--- config.mk ---
export PLATFORM = sky130hd
export DESIGN_NAME = agu_top
export DESIGN_NICKNAME = d
export VERILOG_FILES = /design/src/rtl/agu_pkg.sv /design/src/rtl/agu_regfile.sv /design/src/rtl/agu_calc.sv /design/src/rtl/agu_top.sv
export SDC_FILE = /design/constraint.sdc
export NUM_CORES = 1
export LEC_CHECK = 0
export ABC_CLOCK_PERIOD_IN_PS = 8550
export BUFFER_PORTS_ARGS = -buffer_cell sky130_fd_sc_hd__buf_2
export CAP_MARGIN = 20
export CORE_MARGIN = 4
export CORE_UTILIZATION = 41
export DETAILED_ROUTE_END_ITERATION = 10
export GPL_TIMING_DRIVEN = 0
export PLACE_DENSITY_LB_ADDON = 0.1
export SKIP_LAST_GASP = 1
export SYNTH_ARGS = -nofsm -noshare
export SYNTH_HDL_FRONTEND = slang
export SYNTH_SLANG_ARGS = --single-unit
--- constraint.sdc ---
create_clock -name clk -period 8.55 [get_ports clk]
set_input_delay 2.565 -clock clk [delete_from_list [all_inputs] [get_ports clk]]
set_output_delay 2.565 -clock clk [all_outputs]
set_load 0.03 [all_outputs]
--- src/rtl/agu_pkg.sv ---
package agu_pkg;
  typedef enum logic [2:0] {
    AM_POSTINC = 3'd0,
    AM_POSTDEC = 3'd1,
    AM_POSTMOD = 3'd2,
    AM_PREDEC  = 3'd3,
    AM_INDEXED = 3'd4,
    AM_CIRC    = 3'd5,
    AM_BITREV  = 3'd6,
    AM_PLAIN   = 3'd7
  } agu_mode_e;

  typedef enum logic [1:0] {
    LK_PTR  = 2'd0,
    LK_STEP = 2'd1,
    LK_BASE = 2'd2,
    LK_LEN  = 2'd3
  } agu_ld_kind_e;
endpackage

--- src/rtl/agu_regfile.sv ---
module agu_regfile #(
  parameter int AW   = 16,
  parameter int NREG = 8,
  localparam int IW  = $clog2(NREG)
) (
  input  logic          clk,
  input  logic          rst_n,
  input  logic [IW-1:0] rd_idx,
  input  logic [IW-1:0] rd_idx2,
  output logic [AW-1:0] ptr_q,
  output logic [AW-1:0] ptr2_q,
  output logic [AW-1:0] step_q,
  output logic [AW-1:0] base_q,
  output logic [AW-1:0] len_q,
  input  logic          ld_en,
  input  logic [1:0]    ld_kind,
  input  logic [IW-1:0] ld_idx,
  input  logic [AW-1:0] ld_data,
  input  logic          upd_en,
  input  logic [IW-1:0] upd_idx,
  input  logic [AW-1:0] upd_data
);
  import agu_pkg::*;

  logic [AW-1:0] ptr_r  [NREG];
  logic [AW-1:0] step_r [NREG];
  logic [AW-1:0] base_r [NREG];
  logic [AW-1:0] len_r  [NREG];

  for (genvar i = 0; i < NREG; i++) begin : g_slot
    logic hit_ld;
    logic hit_upd;
    assign hit_ld  = ld_en && (ld_idx == IW'(i));
    assign hit_upd = upd_en && (upd_idx == IW'(i));

    always_ff @(posedge clk or negedge rst_n) begin
      if (!rst_n) begin
        ptr_r[i]  <= '0;
        step_r[i] <= '0;
        base_r[i] <= '0;
        len_r[i]  <= '0;
      end else begin
        // a pointer load overrides the write-back of the same pointer
        if (hit_ld && ld_kind == LK_PTR) ptr_r[i] <= ld_data;
        else if (hit_upd)                ptr_r[i] <= upd_data;
        if (hit_ld && ld_kind == LK_STEP) step_r[i] <= ld_data;
        if (hit_ld && ld_kind == LK_BASE) base_r[i] <= ld_data;
        if (hit_ld && ld_kind == LK_LEN)  len_r[i]  <= ld_data;
      end
    end
  end

  assign ptr_q  = ptr_r[rd_idx];
  assign ptr2_q = ptr_r[rd_idx2];
  assign step_q = step_r[rd_idx];
  assign base_q = base_r[rd_idx];
  assign len_q  = len_r[rd_idx];
endmodule

--- src/rtl/agu_calc.sv ---
module agu_calc #(
  parameter int AW  = 16,
  localparam int RBW = $clog2(AW + 1)
) (
  input  logic [2:0]     mode,
  input  logic [AW-1:0]  ptr,
  input  logic [AW-1:0]  ptr2,
  input  logic [AW-1:0]  step,
  input  logic [AW-1:0]  base,
  input  logic [AW-1:0]  len,
  input  logic [RBW-1:0] rev_bits,
  output logic [AW-1:0]  ea_c,
  output logic [AW-1:0]  nxt_c,
  output logic           wr_en_c
);
  import agu_pkg::*;

  // circular step: wrap by the length at either buffer end
  function automatic logic [AW-1:0] circ_step(input logic [AW-1:0] cur,
      input logic [AW-1:0] s, input logic [AW-1:0] b, input logic [AW-1:0] l);
    logic signed [AW+1:0] c, st, bb, ll, n;
    c  = $signed({2'b00, cur});
    st = $signed({{2{s[AW-1]}}, s});
    bb = $signed({2'b00, b});
    ll = $signed({2'b00, l});
    n  = c + st;
    if (l != '0) begin
      if (!s[AW-1] && n >= bb + ll) n = n - ll;
      else if (s[AW-1] && n < bb)   n = n + ll;
    end
    return n[AW-1:0];
  endfunction

  // reverse-carry increment over the low nb bits
  function automatic logic [AW-1:0] rev_inc(input logic [AW-1:0] v,
      input logic [RBW-1:0] nb);
    logic [AW-1:0] r;
    logic          c;
    r = v;
    c = 1'b1;
    for (int k = AW - 1; k >= 0; k--) begin
      if (k < int'(nb)) begin
        r[k] = v[k] ^ c;
        c    = v[k] & c;
      end
    end
    return r;
  endfunction

  always_comb begin
    ea_c    = ptr;
    nxt_c   = ptr;
    wr_en_c = 1'b1;
    unique case (agu_mode_e'(mode))
      AM_POSTINC: nxt_c = ptr + 1'b1;
      AM_POSTDEC: nxt_c = ptr - 1'b1;
      AM_POSTMOD: nxt_c = ptr + step;
      AM_PREDEC: begin
        nxt_c = ptr - 1'b1;
        ea_c  = ptr - 1'b1;
      end
      AM_INDEXED: begin
        ea_c    = ptr + ptr2;
        wr_en_c = 1'b0;
      end
      AM_CIRC:   nxt_c = circ_step(ptr, step, base, len);
      AM_BITREV: nxt_c = rev_inc(ptr, rev_bits);
      AM_PLAIN:  wr_en_c = 1'b0;
      default:   wr_en_c = 1'b0;
    endcase
  end
endmodule

--- src/rtl/agu_top.sv ---
module agu_top #(
  parameter int AW   = 16,
  parameter int NREG = 8,
  localparam int IW  = $clog2(NREG),
  localparam int RBW = $clog2(AW + 1)
) (
  input  logic           clk,
  input  logic           rst_n,
  input  logic           req,
  input  logic [2:0]     mode,
  input  logic [IW-1:0]  idx,
  input  logic [IW-1:0]  idx2,
  input  logic [RBW-1:0] rev_bits,
  input  logic           ld_en,
  input  logic [1:0]     ld_kind,
  input  logic [IW-1:0]  ld_idx,
  input  logic [AW-1:0]  ld_data,
  output logic [AW-1:0]  ea,
  output logic [AW-1:0]  upd_val,
  output logic           ea_valid
);
  import agu_pkg::*;

  logic [AW-1:0] ptr_q, ptr2_q, step_q, base_q, len_q;
  logic [AW-1:0] ea_c, nxt_c;
  logic          wr_en_c;
  logic          upd_fire;
  logic          ld_hits_ptr;
  logic          started;

  agu_regfile #(.AW(AW), .NREG(NREG)) u_rf (
    .clk(clk), .rst_n(rst_n),
    .rd_idx(idx), .rd_idx2(idx2),
    .ptr_q(ptr_q), .ptr2_q(ptr2_q), .step_q(step_q), .base_q(base_q), .len_q(len_q),
    .ld_en(ld_en), .ld_kind(ld_kind), .ld_idx(ld_idx), .ld_data(ld_data),
    .upd_en(upd_fire), .upd_idx(idx), .upd_data(nxt_c)
  );

  agu_calc #(.AW(AW)) u_calc (
    .mode(mode), .ptr(ptr_q), .ptr2(ptr2_q), .step(step_q), .base(base_q),
    .len(len_q), .rev_bits(rev_bits),
    .ea_c(ea_c), .nxt_c(nxt_c), .wr_en_c(wr_en_c)
  );

  assign upd_fire    = req && wr_en_c;
  assign ld_hits_ptr = ld_en && (ld_kind == LK_PTR) && (ld_idx == idx);

  always_ff @(posedge clk or negedge rst_n) begin
    if (!rst_n) begin
      ea       <= '0;
      upd_val  <= '0;
      ea_valid <= 1'b0;
      started  <= 1'b0;
    end else begin
      started  <= 1'b1;
      ea_valid <= req;
      if (req) begin
        ea      <= ea_c;
        upd_val <= nxt_c;
      end
    end
  end

  // named events for the circular range check
  logic [AW:0] circ_lo, circ_hi, circ_cur, circ_nxt, step_mag;
  logic        circ_event;
  assign circ_lo    = {1'b0, base_q};
  assign circ_hi    = {1'b0, base_q} + {1'b0, len_q};
  assign circ_cur   = {1'b0, ptr_q};
  assign circ_nxt   = {1'b0, nxt_c};
  assign step_mag   = step_q[AW-1] ? {1'b0, -step_q} : {1'b0, step_q};
  assign circ_event = req && (mode == AM_CIRC) && (len_q != '0) && (step_mag < {1'b0, len_q})
                      && (circ_cur >= circ_lo) && (circ_cur < circ_hi) && (circ_hi[AW] == 1'b0);

  AST_REQ_LATENCY: assert property (@(posedge clk) disable iff (!rst_n)
    started |-> (ea_valid == $past(req)));
  AST_POSTINC_STEP: assert property (@(posedge clk) disable iff (!rst_n)
    (req && mode == AM_POSTINC) |=> (upd_val == ea + 1'b1));
  AST_PREDEC_EA: assert property (@(posedge clk) disable iff (!rst_n)
    (req && mode == AM_PREDEC) |=> (ea == upd_val));
  AST_INDEXED_NO_WRITE: assert property (@(posedge clk) disable iff (!rst_n)
    (req && (mode == AM_INDEXED || mode == AM_PLAIN)) |-> !upd_fire);
  AST_CIRC_IN_RANGE: assert property (@(posedge clk) disable iff (!rst_n)
    circ_event |-> ((circ_nxt >= circ_lo) && (circ_nxt < circ_hi)));
  AST_LOAD_PRIORITY: assert property (@(posedge clk) disable iff (!rst_n)
    (req && ld_hits_ptr) |=> (ea_valid && $past(req)));
endmodule

==> run_results.csv <==
group,metric,value,unit
synth,yosysTopAreaCell,"dfrtp_1",
cts,cts_hold_buf,0,
critical_path,r2r_slack,1.18,ns
worst_hold_path,holdCritStartpoint,"ea[2]",
worst_hold_path,hold_path_end,"ea[2]",
outcome,outcome,"complete, but fails checks",
sta,fmax,105,MHz
final_layout,num-fill-cells,7439,
synth,syn_avg_cell_area,10.8,µm²
floorplan,pin_count,72,
synth,synth_nets,3378,
placement,portBuffers,64,
final_layout,layout-drive-gt1-share,35.1,%
pwr,peakVddDrop,0.223,mV
final_layout,synthToLayoutAreaGrowth,23.3,%
pwr,p_total,15200,µW
sta,skew,0.0299,ns
flow_run,max_cap_violations,0,
synth,yosys_warnings,0,
floorplan,num_rows,106,
floorplan,core,83600,µm²
sta,slew_headroom,17.1,%
sta,rsz0062_at_grt,"yes",
cts,worstSkewPairLatency,0.64,ns
sta,fin_crit_sh,111,%
cts,cts_buffer_depth,3,
global_routing,gr-total-overflow,0,
routing,drt_pass1_iterations,9,
floorplan,die_area,88900,µm²
routing,drtAntennaViolNets,0,
routing,wirelength,151000,µm
cts,cts_buffers,70,
cts,clkSinkCount,545,
synth,synth_cell_types,93,
synth,syn_inst,3192,
final_layout,diodes,0,
cts,clk_pin_slew,0.05,ns
worst_hold_path,hold_path.class,"reg -> reg",
critical_path,r2r.worst_path.cells,47,
synth,synth.ff_latch_count,545,
critical_path,crit_path_max_incr_delay,0.30,ns
placement,hpwl,107000,µm
sta,fin_ws,-0.969,ns
routing,num_vias,29600,
placement,placed_cells,4351,
outcome,violations,"negative setup slack",
pwr,power_density,357,nW/µm²
sta,finalCriticalPeriod,9.52,ns
synth,synth_commonest_cells,"dfrtp_1 (545), mux2_2 (444), nor2_1 (267), nand2_1 (207), o21ai_0 (207)",
sta,setup_viol,144,
synth,synth_area,34500,µm²
placement,pre_cts_slack,-3.51,ns
critical_path,crit_path_end_kind,"flip-flop",
floorplan,start_util,41.3,%
synth,yosysMostFrequentCell,"dfrtp_1",
critical_path,path_max_fanout,10,
floorplan,die_h,298,µm
cts,cts_tree,"yes",
routing,drc,0,
final_layout,layout.cells.non_filler,4609,
global_routing,antenna_found_initial,6,
critical_path,regToRegEndpoint,"u_rf.ptr_r[81]",
routing,viasPerCell,6.43,
routing,wl_per_cell,32.7,µm
cts,root_buffer,"clkbuf_16",
synth,synth-seq-area-share,39.5,%
cts,ctsHtreeMaxLevel,3,
worst_hold_path,hold_depth,1,
synth,netlist_top_cells_area,"dfrtp_1 (40%), mux2_2 (14%), mux4_2 (9.2%)",
critical_path,worstPathArrival,10.06,ns
synth,synth-main-ff-cell,"dfrtp_1",
global_routing,grt_max_degree,124,
final_layout,final_nets,3663,
synth,async_flop_share,100,%
sta,slew_viol_final,0,
floorplan,die_w,298,µm
critical_path,timing_worst_setup_path_type,"in -> reg",
global_routing,grt_pass1_vias,30300,
critical_path,r2r-start,"u_rf.ptr_r[125]",
synth,synth_edf_count,0,
placement,place.gp.congestion,0.965,
critical_path,cp_slowest_cell,"a311oi_2",
global_routing,grt_pass1_wl,217000,µm
global_routing,grtUsageTotal,33.3,%
synth,netlist.area_leader.share,39.5,%
sta,worst_slew_pin_slew,1.24,ns
sta,holdWs,0.486,ns
sta,hold_violations,0,
pwr,p_leak,0.0181,µW
critical_path,cp.required,9.09,ns
routing,drt_iter0_drc,2758,
critical_path,critPathLaunchType,"primary input",
[cell families after synthesis]
kind of cell    after synthesis  share of synthesized area, %
flops                       545                          39.5
simple gates                762                          10.2
xor+xnor                     66                          1.67
mux                         661                          26.0
buf+inv                     295                          3.56
compound gates              715                          13.5
fa+ha+maj                   148                          5.49
[state kept, by name (all words and copies together) (netlist names)]
register and flops:
u_rf.len_r 128, u_rf.ptr_r 128, u_rf.step_r 128, ea 16, u_rf.base_r 128, ea_valid 1, upd_val 16
[worst max-delay path, delay by kind of cell]
kind	cells	cell delay [ns]
fa+ha+maj	13	2.38
buf+inv	9	1.62
mux	4	1.11
compound gates	15	1.54
simple gates	10	0.82
[worst max path at each step]
stage / start / end / slack, ns / cells past startpoint
global placement: rst_n / u_rf.base_r[13] / -6.44 / 1
global route: idx[1] / upd_val[0] / -1.26 / 56
CTS: idx[1] / upd_val[0] / -0.94 / 56
detailed placement: idx[2] / upd_val[0] / -3.51 / 56
finish: idx[2] / u_rf.ptr_r[81] / -0.97 / 51
floorplan: idx[1] / upd_val[0] / -1.30 / 55
[layer usage]
layer | part of all wire [%] | up-vias | routed length, µm | track usage (%)
met3 | 8.1 | 452 | 12200 | 6.94
met1 | 39 | 15200 | 59200 | 42.3
met2 | 46 | 1510 | 69600 | 53.8
met4 | 6.6 | 6 | 9920 | 17.9
li1 | - | 12500 | - | -
met5 | 0.027 | - | 41 | 0
[power breakdown]
group / internal (µW) / switching (µW) / total [µW] / leakage, µW
registers: 3240 / 473 / 3710 / 0.00682
clock network: 1680 / 1240 / 2920 / 0.00112
logic: 3600 / 4980 / 8570 / 0.0102
[repair_timing]
item,4_1_cts,5_1_grt
endpoints found under the setup margin,144,144
gates cloned,7,1
pin swaps,140,61
resized for setup,397,103
buffers inserted,116,16
endpoints found under the hold margin,0,0
[layout make-up]
class	instances	area, µm²	area share (%)
Buffer	205	1410	3.31
Clock buffer	95	1990	4.67
Clock inverter	29	264	0.620
Inverter	87	333	0.782
Multi-Input combinational cell	2356	21600	50.7
Sequential cell	545	13600	32.1
Tap cell	1080	1350	3.18
Timing Repair Buffer	212	2000	4.71
[cells in the final DEF, fill, tap and decap left out, types with 33 or more instances in the layout]
| cell type | instances |
|---|---|
| nor2b_1 | 39 |
| and3_1 | 38 |
| inv_1 | 77 |
| nand3_1 | 41 |
| buf_6 | 33 |
| clkbuf_1 | 162 |
| buf_2 | 67 |
| nor3_1 | 42 |
| buf_4 | 90 |
| a21oi_1 | 124 |
| ha_1 | 124 |
| nor2_1 | 234 |
| mux2i_1 | 59 |
| mux4_2 | 141 |
| mux2_2 | 438 |
| clkbuf_16 | 73 |
| nand2_1 | 199 |
| dfrtp_1 | 545 |
| o21ai_0 | 132 |
| o21ai_1 | 61 |
| buf_12 | 37 |
[through the flow]
| step | util (%) | area [µm²] | TNS, ns |
|---|---|---|---|
| 2_1_floorplan | - | 34800 | -44.57 |
| 3_3_place_gp | 43.7 | 36500 | -3887.61 |
| 3_5_place_dp | 44.0 | 36700 | -463.70 |
| 4_1_cts | 50.3 | 42000 | -47.02 |
| 5_1_grt | 50.9 | 42500 | -83.75 |
| 6_report | 50.9 | 42500 | -61.56 |
(Power assumes the default switching activity.)
